[src/rtl/eeprom_page_writer.sv]
module eeprom_page_writer #(
  parameter int PAGE_BYTES = 64,
  parameter int T_WP       = 50,
  parameter int T_WPH      = 25,
  parameter int T_RD       = 50,
  parameter int POLL_LIMIT = 3_000_000,
  localparam int PW = $clog2(PAGE_BYTES),
  localparam int CW = PW + 1,
  localparam int SW = CW + 1,
  localparam int TW = $clog2(T_WP + T_WPH + T_RD + 1),
  localparam int LW = $clog2(POLL_LIMIT + 1)
) (
  input  logic          clk,
  input  logic          rst_n,
  input  logic          req_valid,
  input  logic          req_write,
  input  logic          req_toggle,
  input  logic [14:0]   req_addr,
  input  logic [CW-1:0] req_count,
  output logic          req_ready,
  output logic [PW-1:0] src_idx,
  input  logic [7:0]    src_data,
  output logic          done,
  output logic          err_req,
  output logic          err_timeout,
  output logic [7:0]    rd_data,
  output logic [14:0]   mem_addr,
  output logic [7:0]    mem_dq_out,
  output logic          mem_dq_oe,
  input  logic [7:0]    mem_dq_in,
  output logic          mem_ce_n,
  output logic          mem_oe_n,
  output logic          mem_we_n
);

  typedef enum logic [2:0] {S_IDLE, S_WLO, S_WHI, S_RLO, S_RHI} st_t;

  st_t           st;
  logic [TW-1:0] tmr;
  logic [SW-1:0] step;
  logic [CW-1:0] cnt;
  logic [14:0]   base, a_q;
  logic [7:0]    d_q;
  logic          rd_op, tog, prev6, have_prev;
  logic [LW-1:0] poll_n;

  wire [SW-1:0] span      = {2'b00, req_addr[PW-1:0]} + {1'b0, req_count};
  wire          bad       = (req_count == '0) || (span > SW'(PAGE_BYTES));
  wire [SW-1:0] last_step = {1'b0, cnt} + SW'(2);
  wire [SW-1:0] nstep     = step + SW'(1);
  wire          polling   = !rd_op && (st == S_RLO || st == S_RHI);
  wire          to_hit    = polling && (poll_n == LW'(POLL_LIMIT - 1));
  wire          ok_poll   = tog ? (have_prev && (mem_dq_in[6] == prev6))
                                : (mem_dq_in[7] == d_q[7]);

  assign src_idx    = PW'(step - SW'(2));
  assign req_ready  = (st == S_IDLE);
  assign mem_ce_n   = (st == S_IDLE);
  assign mem_we_n   = (st != S_WLO);
  assign mem_oe_n   = (st != S_RLO);
  assign mem_dq_oe  = (st == S_WLO) || (st == S_WHI);
  assign mem_addr   = a_q;
  assign mem_dq_out = d_q;

  always_ff @(posedge clk) begin
    if (!rst_n) begin
      st <= S_IDLE;
      tmr <= '0;
      step <= '0;
      cnt <= '0;
      base <= '0;
      a_q <= '0;
      d_q <= '0;
      rd_op <= 1'b0;
      tog <= 1'b0;
      prev6 <= 1'b0;
      have_prev <= 1'b0;
      poll_n <= '0;
      done <= 1'b0;
      err_req <= 1'b0;
      err_timeout <= 1'b0;
      rd_data <= '0;
    end else begin
      done <= 1'b0;
      err_req <= 1'b0;
      err_timeout <= 1'b0;
      if (polling) poll_n <= poll_n + LW'(1);
      if (to_hit) begin
        err_timeout <= 1'b1;
        st <= S_IDLE;
      end else begin
        case (st)
          S_IDLE: if (req_valid) begin
            if (!req_write) begin
              rd_op <= 1'b1;
              a_q <= req_addr;
              st <= S_RLO;
              tmr <= TW'(T_RD - 1);
            end else if (bad) begin
              err_req <= 1'b1;
            end else begin
              rd_op <= 1'b0;
              tog <= req_toggle;
              base <= req_addr;
              cnt <= req_count;
              step <= '0;
              a_q <= 15'h5555;
              d_q <= 8'hAA;
              st <= S_WLO;
              tmr <= TW'(T_WP - 1);
            end
          end
          S_WLO: begin
            if (tmr == '0) begin
              st <= S_WHI;
              tmr <= TW'(T_WPH - 1);
            end else tmr <= tmr - TW'(1);
          end
          S_WHI: begin
            if (tmr != '0) tmr <= tmr - TW'(1);
            else if (step == last_step) begin
              st <= S_RLO;
              tmr <= TW'(T_RD - 1);
              poll_n <= '0;
              have_prev <= 1'b0;
            end else begin
              step <= nstep;
              st <= S_WLO;
              tmr <= TW'(T_WP - 1);
              if (nstep == SW'(1)) begin
                a_q <= 15'h2AAA;
                d_q <= 8'h55;
              end else if (nstep == SW'(2)) begin
                a_q <= 15'h5555;
                d_q <= 8'hA0;
              end else begin
                a_q <= base + 15'(src_idx);
                d_q <= src_data;
              end
            end
          end
          S_RLO: begin
            if (tmr != '0) tmr <= tmr - TW'(1);
            else if (rd_op) begin
              rd_data <= mem_dq_in;
              rd_op <= 1'b0;
              done <= 1'b1;
              st <= S_IDLE;
            end else if (ok_poll) begin
              done <= 1'b1;
              st <= S_IDLE;
            end else begin
              prev6 <= mem_dq_in[6];
              have_prev <= 1'b1;
              st <= S_RHI;
              tmr <= TW'(T_WPH - 1);
            end
          end
          S_RHI: begin
            if (tmr != '0) tmr <= tmr - TW'(1);
            else begin
              st <= S_RLO;
              tmr <= TW'(T_RD - 1);
            end
          end
          default: st <= S_IDLE;
        endcase
      end
    end
  end

endmodule

[config.mk]
export PLATFORM = sky130hd
export DESIGN_NAME = eeprom_page_writer
export DESIGN_NICKNAME = d
export VERILOG_FILES = /design/src/rtl/eeprom_page_writer.sv
export SDC_FILE = /design/constraint.sdc
export NUM_CORES = 1
export LEC_CHECK = 0
export BUFFER_PORTS_ARGS = -buffer_cell sky130_fd_sc_hd__buf_4
export CAP_MARGIN = 20
export CORE_ASPECT_RATIO = 1.4
export CORE_MARGIN = 4
export CORE_UTILIZATION = 45
export DETAILED_ROUTE_END_ITERATION = 6
export PLACE_DENSITY = 0.68
export SLEW_MARGIN = 15
export SYNTH_ARGS = -nofsm -noshare
export SYNTH_HDL_FRONTEND = slang
export SYNTH_SLANG_ARGS = --single-unit
[constraint.sdc]
create_clock -name clk -period 2.7 [get_ports clk]
set_input_delay 0.405 -clock clk [delete_from_list [all_inputs] [get_ports clk]]
set_output_delay 0.405 -clock clk [all_outputs]
set_load 0.02 [all_outputs]
==> out/metrics.yaml <==
layout:
  fill_cells: 1162
  antenna_cells: 0
  stdcell_count: 978
  final_nets: 886
  post-route-util_pct: 57.9
  drive_gt1_share_pct: 23.4
  area_growth_syn_to_layout_pct: 26.9
sta:
  whs_ns: 0.290
  post-route-min-period_ns: 2.59
  relSlewSlack_pct: 48.1
  setup_tns_ns: 0
  fmax_mhz: 386
  setup_viol: 0
  slew_violations: 0
  fin_skew_ns: 0.00964
  finalHoldViolCount: 0
  worst_pin_slew_ns: 0.777
  finalCritPeriodShare_pct: 96.0
outcome:
  status: "completed"
clocking:
  cts.htree.levels: 3
  holdBufCountCts: 0
  cts-root-buf: "clkbuf_16"
  cts_sinks: 100
  clk_path_buf_depth: 2
  cts_made_buffers: 9
  clkLatencyLatePin_ns: 0.35
  clk_pin_slew_ns: 0.07
  cts_tree: "done"
grt:
  grt_use_total_pct: 22.9
  grt.overflow.total: 0
  grt_max_degree: 42
  grt_pass1_vias: 5820
  antenna_found_initial: 0
  grt_pass1_wl_um: 27900
setup_path:
  reg2regPathDepth: 13
  r2r_end: "mem_addr[13]"
  critPathKind: "input pin to flop"
  cp.arrival_ns: 2.86
  critPathCaptureType: "flop"
  cpPeakStageDelay_ns: 0.51
  rr_startpoint: "step[1]"
  crit_top_cell: "buf_4"
  worstPathMaxFanout: 12
  r2r_slack_ns: 0.13
  path_cells: "buf_4 > ha_1 > buf_4 > a21o_1 > a2111oi_1 > o211ai_1 > nand3_1 > a31oi_4 > buf_12 > or4_1 > a21oi_1"
  cp_slowest_cell: "a2111oi_1"
  cp.required_ns: 2.97
  cp-start-kind: "input pin"
synth:
  synth_commonest_cells: "100 x dfxtp_1, 84 x nor2_1, 63 x nand2_1"
  synth-seq-cells: 100
  synth_edf_count: 0
  synth-compound-area-share_pct: 18.5
  muxShareOfSynthArea_pct: 8.24
  syn_area_per_cell_um2: 8.30
  synth_top_family_by_area: "simple AND/OR/NAND/NOR gates"
  yosys_warnings: 0
  yosys.cell_count.top_type: "dfxtp_1"
  synth_top_area_share_pct: 34.2
  synthFlopType: "dfxtp_1"
  synth-adder-area-share_pct: 5.18
  async_flop_share_pct: 0
  syn_area_um2: 5850
  synth_top_area_cell: "dfxtp_1"
  synth_nets: 771
  synth_cells: 705
  seq_area_frac_synth_pct: 34.2
  ys_types: 69
  synthXorXnorAreaFrac_pct: 6.89
  synth_area_leaders: "dfxtp_1 34%, mux2i_1 8.0%, nor2_1 5.4%"
  synth-simple-area-share_pct: 22.1
power_and_ir_drop:
  power_leakage_nw: 3.25
  switching_share_pct: 35.9
  peakVddDrop_v: 0.000373
  power_mw: 5.48
  power_density_nw_per_um2: 738
  pwr-share-clk_pct: 27.7
  pwr-share-comb_pct: 39.4
  switchingPower_mw: 1.97
  p_int_mw: 3.51
  seqPwrFrac_pct: 32.9
floorplanning:
  dieHeight_um: 143
  initial_core_util_pct: 45.6
  coreArea_um2: 12800
  die_area_um2: 14900
  pin_count: 88
  die_w_um: 104
  rows: 49
min_path:
  min_to: "rd_data[4]"
  min_from: "mem_dq_in[4]"
  hold_depth: 3
  hold_class: "input pin to flop"
place:
  gp_routability_congestion: 0.873
  dp_hpwl_um: 13000
  dp_cells: 961
  portBuffers: 87
detailed_routing:
  routedWlPerCell_um: 17.4
  first_pass_iters: 4
  drtAntennaViolNets: 0
  drcViolationCount: 0
  drt-total-wl_um: 17000
  drt_iter0_drc: 258
  num_vias: 5653
  via_per_inst: 5.78
job:
  cap_violations: 0
[final cells by class]
type | instances | area, µm² | area share [%]
sequential | 100 | 2010 | 27.0
timing repair buffer | 144 | 1100 | 14.9
multi-input combinational | 540 | 3680 | 49.5
inverter | 25 | 93.8 | 1.26
clock inverter | 5 | 106 | 1.43
tap | 153 | 191 | 2.58
clock buffer | 11 | 243 | 3.27
[registers in the layout, indices dropped and copies added (netlist names)]
signal       flops
poll_n          22
base            15
mem_addr        15
mem_dq_out       8
rd_data          8
step             8
cnt              7
tmr              7
st               3
done             1
err_req          1
err_timeout      1
have_prev        1
prev6            1
rd_op            1
tog              1
[per-layer routing]
layer	GRT usage (%)	vias up	wire length (µm)
met5	0	-	0
met1	24.4	2705	6590
met4	10.0	0	639
met3	4.07	42	655
met2	44.0	136	9160
li1	-	2770	-
[per-stage QoR]
stage	instance area, µm²	setup slack (ns)
after floorplan	5890	-0.0438
after global placement	6990	-0.246
after detailed placement	6990	-0.398
after CTS	7340	0.0270
after global routing	7420	-0.0544
final	7420	0.109
[placed cells by master, fill, tap and decap left out, types with 18 or more instances in the layout]
master   instances
a21oi_1         27
buf_4          140
dfxtp_1         99
ha_1            18
inv_1           24
mux2i_1         47
nand2_1         63
nand3_1         29
nor2_1          84
nor3_1          18
o21ai_0         33
xnor2_1         19
xor2_1          25
[repair_timing]
item                       CTS  global route
pin swaps                    0             7
setup buffers                0             0
cloned                       0             1
setup endpoints to repair    6            59
gates resized for setup      1            22
[worst max path at each step]
stage | end | start | slack (ns) | cells past startpoint
finish | tmr[5] | req_addr[0] | 0.11 | 11
global route | mem_addr[12] | step[2] | -0.05 | 12
CTS | mem_addr[12] | step[1] | 0.03 | 11
detailed placement | tmr[5] | req_addr[0] | -0.40 | 12
global placement | tmr[5] | req_addr[0] | -0.25 | 12
floorplan | mem_addr[12] | step[1] | -0.04 | 11
[logic make-up after synthesis]
| logic type | after synthesis |
|---|---|
| adder cells (fa/ha/maj) | 23 |
| multiplexers | 48 |
| buffers and inverters | 66 |
| AND/OR/NAND/NOR | 268 |
| flip-flops | 100 |
| AO/OA/AOI/OAI | 154 |
| XOR/XNOR | 46 |
[power groups by stage]
stage / clock [mW] / combinational (mW) / sequential (mW)
final: 1.52 / 2.16 / 1.80
after detailed placement: 0 / 2.11 / 1.83
after CTS: 1.54 / 2.13 / 1.80
after floorplan: 0 / 1.24 / 1.91
after global placement: 0 / 2.05 / 1.82
after global routing: 1.59 / 2.35 / 1.81
[critical path, delay by kind of cell]
family / cells / cell delay (ns)
AOI/OAI and AO/OA: 5 / 1.13
buffers and inverters: 3 / 0.41
and+or+nand+nor: 2 / 0.69
adders and majority gates: 1 / 0.21
No activity file was read; power rests on OpenSTA's default activity.
